[src/rtl/msi_cap_pkg.sv]
`timescale 1ns/1ps
package msi_cap_pkg;
  localparam int MSG_DW  = 16;
  localparam int ADDR_W  = 64;
  localparam int CFG_DW  = 32;
  localparam int CFG_BEW = CFG_DW / 8;

  typedef struct packed {
    logic [ADDR_W-1:0] addr;
    logic [MSG_DW-1:0] data;
  } msi_msg_t;
endpackage

[src/rtl/msi_cfg_regs.sv]
`timescale 1ns/1ps
module msi_cfg_regs
  import msi_cap_pkg::*;
#(
  parameter int              AW       = 6,
  parameter logic [AW-1:0]   CAP_DW   = 6'h12,
  parameter logic [7:0]      CAP_ID   = 8'h05,
  parameter logic [7:0]      NEXT_PTR = 8'h60
) (
  input  logic               clk,
  input  logic               rst_n,
  input  logic               cfg_wr,
  input  logic               cfg_rd,
  input  logic [AW-1:0]      cfg_addr,
  input  logic [CFG_BEW-1:0] cfg_be,
  input  logic [CFG_DW-1:0]  cfg_wdata,
  output logic [CFG_DW-1:0]  cfg_rdata,
  output logic               msi_en,
  output msi_msg_t           msg
);
  localparam logic [AW-1:0] DW_HDR = CAP_DW;
  localparam logic [AW-1:0] DW_ALO = CAP_DW + AW'(1);
  localparam logic [AW-1:0] DW_AHI = CAP_DW + AW'(2);
  localparam logic [AW-1:0] DW_DAT = CAP_DW + AW'(3);
  localparam logic [15:0]   CTRL_RO = 16'h0180;

  logic              en_q, en_d;
  logic [31:0]       alo_q, alo_d;
  logic [31:0]       ahi_q, ahi_d;
  logic [MSG_DW-1:0] dat_q, dat_d;
  logic [31:0]       rdata_q, rdata_d;
  logic              wr_hdr, wr_alo, wr_ahi, wr_dat;

  assign wr_hdr = cfg_wr && (cfg_addr == DW_HDR);
  assign wr_alo = cfg_wr && (cfg_addr == DW_ALO);
  assign wr_ahi = cfg_wr && (cfg_addr == DW_AHI);
  assign wr_dat = cfg_wr && (cfg_addr == DW_DAT);

  always_comb begin
    en_d  = en_q;
    alo_d = alo_q;
    ahi_d = ahi_q;
    dat_d = dat_q;
    if (wr_hdr && cfg_be[2]) en_d = cfg_wdata[16];
    for (int b = 0; b < CFG_BEW; b++) begin
      if (wr_alo && cfg_be[b]) alo_d[8*b +: 8] = cfg_wdata[8*b +: 8];
      if (wr_ahi && cfg_be[b]) ahi_d[8*b +: 8] = cfg_wdata[8*b +: 8];
      if (wr_dat && cfg_be[b] && (b < MSG_DW/8)) dat_d[8*b +: 8] = cfg_wdata[8*b +: 8];
    end
    alo_d[1:0] = 2'b00;
  end

  always_comb begin
    rdata_d = rdata_q;
    if (cfg_rd) begin
      unique case (cfg_addr)
        DW_HDR:  rdata_d = {CTRL_RO | {15'd0, en_q}, NEXT_PTR, CAP_ID};
        DW_ALO:  rdata_d = alo_q;
        DW_AHI:  rdata_d = ahi_q;
        DW_DAT:  rdata_d = {{(32-MSG_DW){1'b0}}, dat_q};
        default: rdata_d = '0;
      endcase
    end
  end

  always_ff @(posedge clk or negedge rst_n) begin
    if (!rst_n) begin
      en_q    <= 1'b0;
      alo_q   <= '0;
      ahi_q   <= '0;
      dat_q   <= '0;
      rdata_q <= '0;
    end else begin
      en_q    <= en_d;
      alo_q   <= alo_d;
      ahi_q   <= ahi_d;
      dat_q   <= dat_d;
      rdata_q <= rdata_d;
    end
  end

  assign cfg_rdata = rdata_q;
  assign msi_en    = en_q;
  assign msg.addr  = {ahi_q, alo_q};
  assign msg.data  = dat_q;

  AST_HDR_FIXED: assert property (@(posedge clk) disable iff (!rst_n)
    cfg_rd && (cfg_addr == DW_HDR) |=>
      (cfg_rdata[15:0] == {NEXT_PTR, CAP_ID}) && (cfg_rdata[24:23] == 2'b11) &&
      (cfg_rdata[31:25] == 7'd0) && (cfg_rdata[22:17] == 6'd0));
  AST_EN_WRITE: assert property (@(posedge clk) disable iff (!rst_n)
    cfg_wr && (cfg_addr == DW_HDR) && cfg_be[2] |=> msi_en == $past(cfg_wdata[16]));
  AST_ALO_ALIGN: assert property (@(posedge clk) disable iff (!rst_n)
    cfg_rd && (cfg_addr == DW_ALO) |=> cfg_rdata[1:0] == 2'b00);
endmodule

[src/rtl/msi_evt_ctrl.sv]
`timescale 1ns/1ps
module msi_evt_ctrl (
  input  logic clk,
  input  logic rst_n,
  input  logic msi_en,
  input  logic irq_evt,
  input  logic irq_clr,
  output logic evt_msi,
  output logic irq_legacy
);
  logic leg_q, leg_d;
  logic evt_leg;

  assign evt_msi = irq_evt & msi_en;
  assign evt_leg = irq_evt & ~msi_en;

  always_comb begin
    leg_d = leg_q;
    if (irq_clr) leg_d = 1'b0;
    if (evt_leg) leg_d = 1'b1;
  end

  always_ff @(posedge clk or negedge rst_n) begin
    if (!rst_n) leg_q <= 1'b0;
    else        leg_q <= leg_d;
  end

  assign irq_legacy = leg_q;

  AST_LEGACY_SET: assert property (@(posedge clk) disable iff (!rst_n)
    irq_evt && !msi_en |=> irq_legacy);
  AST_LEGACY_CLR: assert property (@(posedge clk) disable iff (!rst_n)
    irq_clr && !(irq_evt && !msi_en) |=> !irq_legacy);
endmodule

[src/rtl/msi_req_gen.sv]
`timescale 1ns/1ps
module msi_req_gen
  import msi_cap_pkg::*;
(
  input  logic     clk,
  input  logic     rst_n,
  input  logic     evt_msi,
  input  msi_msg_t msg_in,
  input  logic     req_ready,
  output logic     req_valid,
  output msi_msg_t msg_out
);
  logic     valid_q, valid_d;
  logic     pend_q, pend_d;
  msi_msg_t msg_q, msg_d;
  logic     hs, stall, launch;

  assign hs    = valid_q & req_ready;
  assign stall = valid_q & ~req_ready;

  always_comb begin
    launch  = 1'b0;
    if (!valid_q)   launch = evt_msi;
    else if (hs)    launch = pend_q | evt_msi;
    valid_d = launch | stall;
    pend_d  = stall & (pend_q | evt_msi);
    msg_d   = launch ? msg_in : msg_q;
  end

  always_ff @(posedge clk or negedge rst_n) begin
    if (!rst_n) begin
      valid_q <= 1'b0;
      pend_q  <= 1'b0;
      msg_q   <= '0;
    end else begin
      valid_q <= valid_d;
      pend_q  <= pend_d;
      msg_q   <= msg_d;
    end
  end

  assign req_valid = valid_q;
  assign msg_out   = msg_q;

  AST_REQ_HOLD: assert property (@(posedge clk) disable iff (!rst_n)
    req_valid && !req_ready |=> req_valid);
  AST_REQ_STABLE: assert property (@(posedge clk) disable iff (!rst_n)
    req_valid && !req_ready |=> $stable(msg_out));
  AST_PEND_STALL: assert property (@(posedge clk) disable iff (!rst_n)
    pend_q |-> req_valid);
  AST_HS_EVT: assert property (@(posedge clk) disable iff (!rst_n)
    req_valid && req_ready && evt_msi |=> req_valid);
endmodule

[src/rtl/msi_cap_gen.sv]
`timescale 1ns/1ps
module msi_cap_gen
  import msi_cap_pkg::*;
#(
  parameter int            CFG_AW   = 6,
  parameter logic [5:0]    CAP_DW   = 6'h12,
  parameter logic [7:0]    NEXT_PTR = 8'h60
) (
  input  logic               clk,
  input  logic               rst_n,
  input  logic               cfg_wr,
  input  logic               cfg_rd,
  input  logic [CFG_AW-1:0]  cfg_addr,
  input  logic [CFG_BEW-1:0] cfg_be,
  input  logic [CFG_DW-1:0]  cfg_wdata,
  output logic [CFG_DW-1:0]  cfg_rdata,
  input  logic               irq_evt,
  input  logic               irq_clr,
  output logic               irq_legacy,
  output logic               req_valid,
  input  logic               req_ready,
  output logic [ADDR_W-1:0]  req_addr,
  output logic [CFG_DW-1:0]  req_data
);
  logic     rst_m, rst_s;
  logic     msi_en, evt_msi;
  msi_msg_t msg_reg, msg_req;

  always_ff @(posedge clk or negedge rst_n) begin
    if (!rst_n) begin
      rst_m <= 1'b0;
      rst_s <= 1'b0;
    end else begin
      rst_m <= 1'b1;
      rst_s <= rst_m;
    end
  end

  msi_cfg_regs #(
    .AW(CFG_AW), .CAP_DW(CFG_AW'(CAP_DW)), .CAP_ID(8'h05), .NEXT_PTR(NEXT_PTR)
  ) i_regs (
    .clk(clk), .rst_n(rst_s), .cfg_wr(cfg_wr), .cfg_rd(cfg_rd),
    .cfg_addr(cfg_addr), .cfg_be(cfg_be), .cfg_wdata(cfg_wdata),
    .cfg_rdata(cfg_rdata), .msi_en(msi_en), .msg(msg_reg)
  );

  msi_evt_ctrl i_evt (
    .clk(clk), .rst_n(rst_s), .msi_en(msi_en), .irq_evt(irq_evt),
    .irq_clr(irq_clr), .evt_msi(evt_msi), .irq_legacy(irq_legacy)
  );

  msi_req_gen i_req (
    .clk(clk), .rst_n(rst_s), .evt_msi(evt_msi), .msg_in(msg_reg),
    .req_ready(req_ready), .req_valid(req_valid), .msg_out(msg_req)
  );

  assign req_addr = msg_req.addr;
  assign req_data = {{(CFG_DW-MSG_DW){1'b0}}, msg_req.data};
endmodule

[config.mk]
export PLATFORM = sky130hd
export DESIGN_NAME = msi_cap_gen
export DESIGN_NICKNAME = d
export VERILOG_FILES = /design/src/rtl/msi_cap_pkg.sv /design/src/rtl/msi_cfg_regs.sv /design/src/rtl/msi_evt_ctrl.sv /design/src/rtl/msi_req_gen.sv /design/src/rtl/msi_cap_gen.sv
export SDC_FILE = /design/constraint.sdc
export NUM_CORES = 1
export LEC_CHECK = 0
export ABC_AREA = 1
export BUFFER_PORTS_ARGS = -buffer_cell sky130_fd_sc_hd__buf_2
export CAP_MARGIN = 0
export CORE_AREA = 5 5 158 130
export CTS_CLUSTER_SIZE = 8
export DETAILED_ROUTE_END_ITERATION = 8
export DIE_AREA = 0 0 163 135
export PLACE_DENSITY = 0.64
export SLEW_MARGIN = 0
export SYNTH_ARGS = -nofsm -noshare
export SYNTH_HDL_FRONTEND = slang
export SYNTH_SLANG_ARGS = --single-unit
export TNS_END_PERCENT = 30
[constraint.sdc]
create_clock -name clk -period 7.7 [get_ports clk]
set_input_delay 0.77 -clock clk [delete_from_list [all_inputs] [get_ports clk]]
set_output_delay 0.77 -clock clk [all_outputs]
set_load 0.01 [all_outputs]
==> results.txt <==
----------------------------------------------------
[Outcome]
  Status ... finished, final reports clean

[Layout]
  Layout cells sized above 1 ... 0.237
  Area Overhead vs Synth ... 17.9%
  Antenna cells ... 0
  Fill count ... 1822
  Total number of nets in the final design ... 1114
  Post-route core utilization ... 0.525

[Worst setup path]
  Worst R2R Start ... i_regs.msi_en$_DFFE_PN0P_
  CP Max Fanout ... 100
  Register-to-register path setup slack ... 5.23 ns
  Required time of the critical path ... 8.02 ns
  Worst reg-to-reg path cell count ... 5
  Nature of the critical path startpoint ... register
  Worst Path Class, Setup ... reg2reg
  Type of element capturing the critical path ... register
  CP Data Arrival Time ... 2.79 ns
  Worst R2R End ... i_req.msg_out[75]$_DFFE_PN0P_

[Floorplanning]
  Die area ... 22000 sq um
  Core region area ... 18700 sq um
  Placement Rows ... 45
  Initial cell density of the core ... 0.445
  Chip Width ... 163 um
  Die height ... 135 um
  Number of I/O pins ... 179

[Synthesis]
  Top area cells in the synthesized netlist ... dfrtp_1 58%, nand2_1 15%, nand3_1 6.6%, o21ai_1 3.4%, o21ai_2 3.4%
  Number of library cell types mapped by synthesis ... 27
  Number of storage elements in the synthesis netlist ... 194
  Average cell area after synthesis ... 8.92 sq um
  Synth Warn # ... 0
  Sequential element share of the synthesized area ... 0.584
  Number of cells produced by synthesis ... 932
  Top cell type's share of synthesized area ... 0.584
  Synth Cell Area ... 8310 sq um
  Library cell occupying the most area in the post-synthesis netlist ... dfrtp_1

[Clock tree]
  CTS H-tree lvls ... 4
  Clock latency on the worst-skew pair ... 0.44 ns
  TritonCTS buffer count ... 17
  TritonCTS clock tree ... done
  Clock buffer depth ... 2
  Clock-pin slew on the worst setup and hold paths ... 0.07 ns
  Count of instances resized after the clock tree is built ... 0
  Clock sinks ... 194
  Post CTS Setup Buffer Count ... 0
  Root Buffer Master ... clkbuf_16
  Count of hold-fix buffers inserted at cts ... 0

[Timing]
  Post-layout minimum cycle time ... 2.47 ns
  RSZ-0062 raised after global routing ... no
  Top achievable clock speed ... 406 MHz
  Total count of hold-check failures in the final report ... 0
  Setup TNS after final layout ... 0 ns
  Finish-stage setup viols ... 0
  Worst setup skew after layout ... 0.0121 ns
  Share of the clock period used by the worst path ... 0.320
  Relative slew margins ... 0.213
  Transition time at the pin with the least slew margin ... 1.18 ns
  Final Max Slew Viols ... 0

[Routing]
  # DRC ... 0
  Violation count after the first detailed-route iteration ... 430
  Detailed Route WL ... 21200 um
  Pre-antenna DRT Iters ... 5
  Post-DRT Antenna Nets ... 0
  DR WL/cell ... 15.9 um
  Routed via count ... 6420
  Drt via density ... 4.81

[Global routing]
  Number of global-route vias before repair ... 6360
  Global routing usage summed across all routing layers ... 0.200
  Antenna violations before repair ... 3
  Maximum number of pins on one net before global-route repair ... 101
  First-pass GRT wire length ... 34600 um
  Global-route congestion overflow total ... 0

[Job]
  Max-cap check violation count ... 0

[Placed design]
  Gp weighted congestion ... 0.803
  Buffers added on ports ... 160
  Half-perimeter wire length after placement ... 14200 um

[Power and ir drop]
  Peak supply drop ... 0.000158 V
  Ratio of total power to cell area ... 255 nW/um^2
  Static leakage ... 5.43 nW

[Min path]
  Path category of the worst min-delay check ... in2async

----------------------------------------------------
power by group:
part | internal (mW) | switching [mW] | total (mW)
Sequential | 1.13 | 0.0761 | 1.21
Combinational | 0.119 | 0.198 | 0.317
Clock | 0.581 | 0.396 | 0.977
Total | 1.83 | 0.670 | 2.50
critical path: stages (launching register included):
cell and delay (ns):
dfrtp_1 0.42, nand2_1 0.13, o21ai_4 0.07, buf_4 0.53, nand2_4 0.70, o21ai_0 0.40
sequential cells by signal (all words and copies together), names as in the netlist:
signal,flops
i_req.pend_q,1
rst_s,1
i_regs.ahi_q,32
rst_m,1
i_req.req_valid,1
i_req.msg_out,78
i_regs.alo_q,30
i_regs.msi_en,1
i_regs.dat_q,16
i_evt.irq_legacy,1
i_regs.cfg_rdata,32
cell usage after synthesis, drive strengths merged:
cell type / count
nand2: 353
dfrtp: 194
nand3: 112
o21ai: 107
inv: 67
buf: 54
nor2: 14
clkbuf: 13
a21oi: 7
o211ai: 3
conb: 2
nand4: 2
and2: 1
nor3: 1
o22ai: 1
or2: 1
worst max-delay path by stage:
stage | start | end | slack, ns | cells after the start
after floorplan | rst_s$_DFF_PN0_ | i_evt.irq_legacy$_DFFE_PN0P_ | 1.89 | 0
after global placement | irq_evt | i_req.msg_out[76]$_DFFE_PN0P_ | 4.90 | 6
after detailed placement | irq_evt | i_req.msg_out[76]$_DFFE_PN0P_ | 4.77 | 6
after CTS | i_regs.msi_en$_DFFE_PN0P_ | i_req.msg_out[67]$_DFFE_PN0P_ | 5.20 | 6
after global routing | i_regs.msi_en$_DFFE_PN0P_ | i_req.msg_out[75]$_DFFE_PN0P_ | 4.97 | 5
final | i_regs.msi_en$_DFFE_PN0P_ | i_req.msg_out[75]$_DFFE_PN0P_ | 5.23 | 5
cells by family after synthesis:
kind of cell | Yosys count | synth area share
simple gates | 484 | 0.250
buf+inv | 134 | 0.0792
flops | 194 | 0.584
other cells | 2 | 0.000903
compound gates | 118 | 0.0865
stage by stage:
step | power (mW) | std cells | setup slack (ns) | hold slack [ns] | area (sq um)
finish | 2.50 | 1336 | 5.23 | 0.107 | 9810
CTS | 2.53 | 1336 | 5.20 | 0.0932 | 9810
global route | 2.62 | 1336 | 4.97 | 0.0983 | 9810
detailed placement | 1.55 | 1304 | 4.77 | 0.337 | 9150
global placement | 1.54 | 1304 | 4.90 | 0.335 | 9150
floorplan | 1.40 | 949 | 1.89 | 0.331 | 8380
layout by cell type (no fill, tap or decap):
cell type | synthesis | layout
a21oi_1 | 7 | 7
and2_4 | 1 | 1
buf_2 | 24 | 160
buf_4 | 19 | 4
bufinv_16 | 0 | 5
clkbuf_16 | 0 | 17
clkinv_2 | 0 | 1
clkinv_4 | 0 | 4
clkinvlp_4 | 0 | 3
conb_1 | 2 | 19
dfrtp_1 | 194 | 193
dfrtp_4 | 0 | 1
inv_1 | 63 | 63
inv_2 | 4 | 4
inv_6 | 0 | 1
inv_8 | 0 | 1
nand2_1 | 343 | 342
nand2_2 | 9 | 9
nand2_4 | 1 | 2
nand3_1 | 110 | 110
nand3_4 | 2 | 2
nand4_1 | 2 | 2
nor2_1 | 9 | 9
nor2_4 | 5 | 5
nor3_4 | 1 | 1
o211ai_1 | 3 | 3
o21ai_0 | 18 | 18
o21ai_1 | 57 | 56
o21ai_2 | 32 | 32
o21ai_4 | 0 | 1
o22ai_1 | 1 | 1
or2_2 | 0 | 1
per-layer routing:
metal | routed length (um) | up-vias | track usage
li1 | - | 3203 | -
met2 | 9090 | 158 | 0.287
met5 | 41 | - | 0
met4 | 420 | 6 | 0.0652
met1 | 10300 | 3024 | 0.292
met3 | 1320 | 29 | 0.0568
final cells by class:
cell class / count / area (sq um) / share of cell area
repair buffers: 164 / 831 / 0.0847
well taps: 258 / 323 / 0.0329
clock inverters: 15 / 233 / 0.0237
flip-flops and latches: 194 / 4860 / 0.495
inverters: 67 / 251 / 0.0256
multi-input cells: 621 / 2880 / 0.294
clock buffers: 17 / 425 / 0.0434
(Power assumes the default switching activity.)
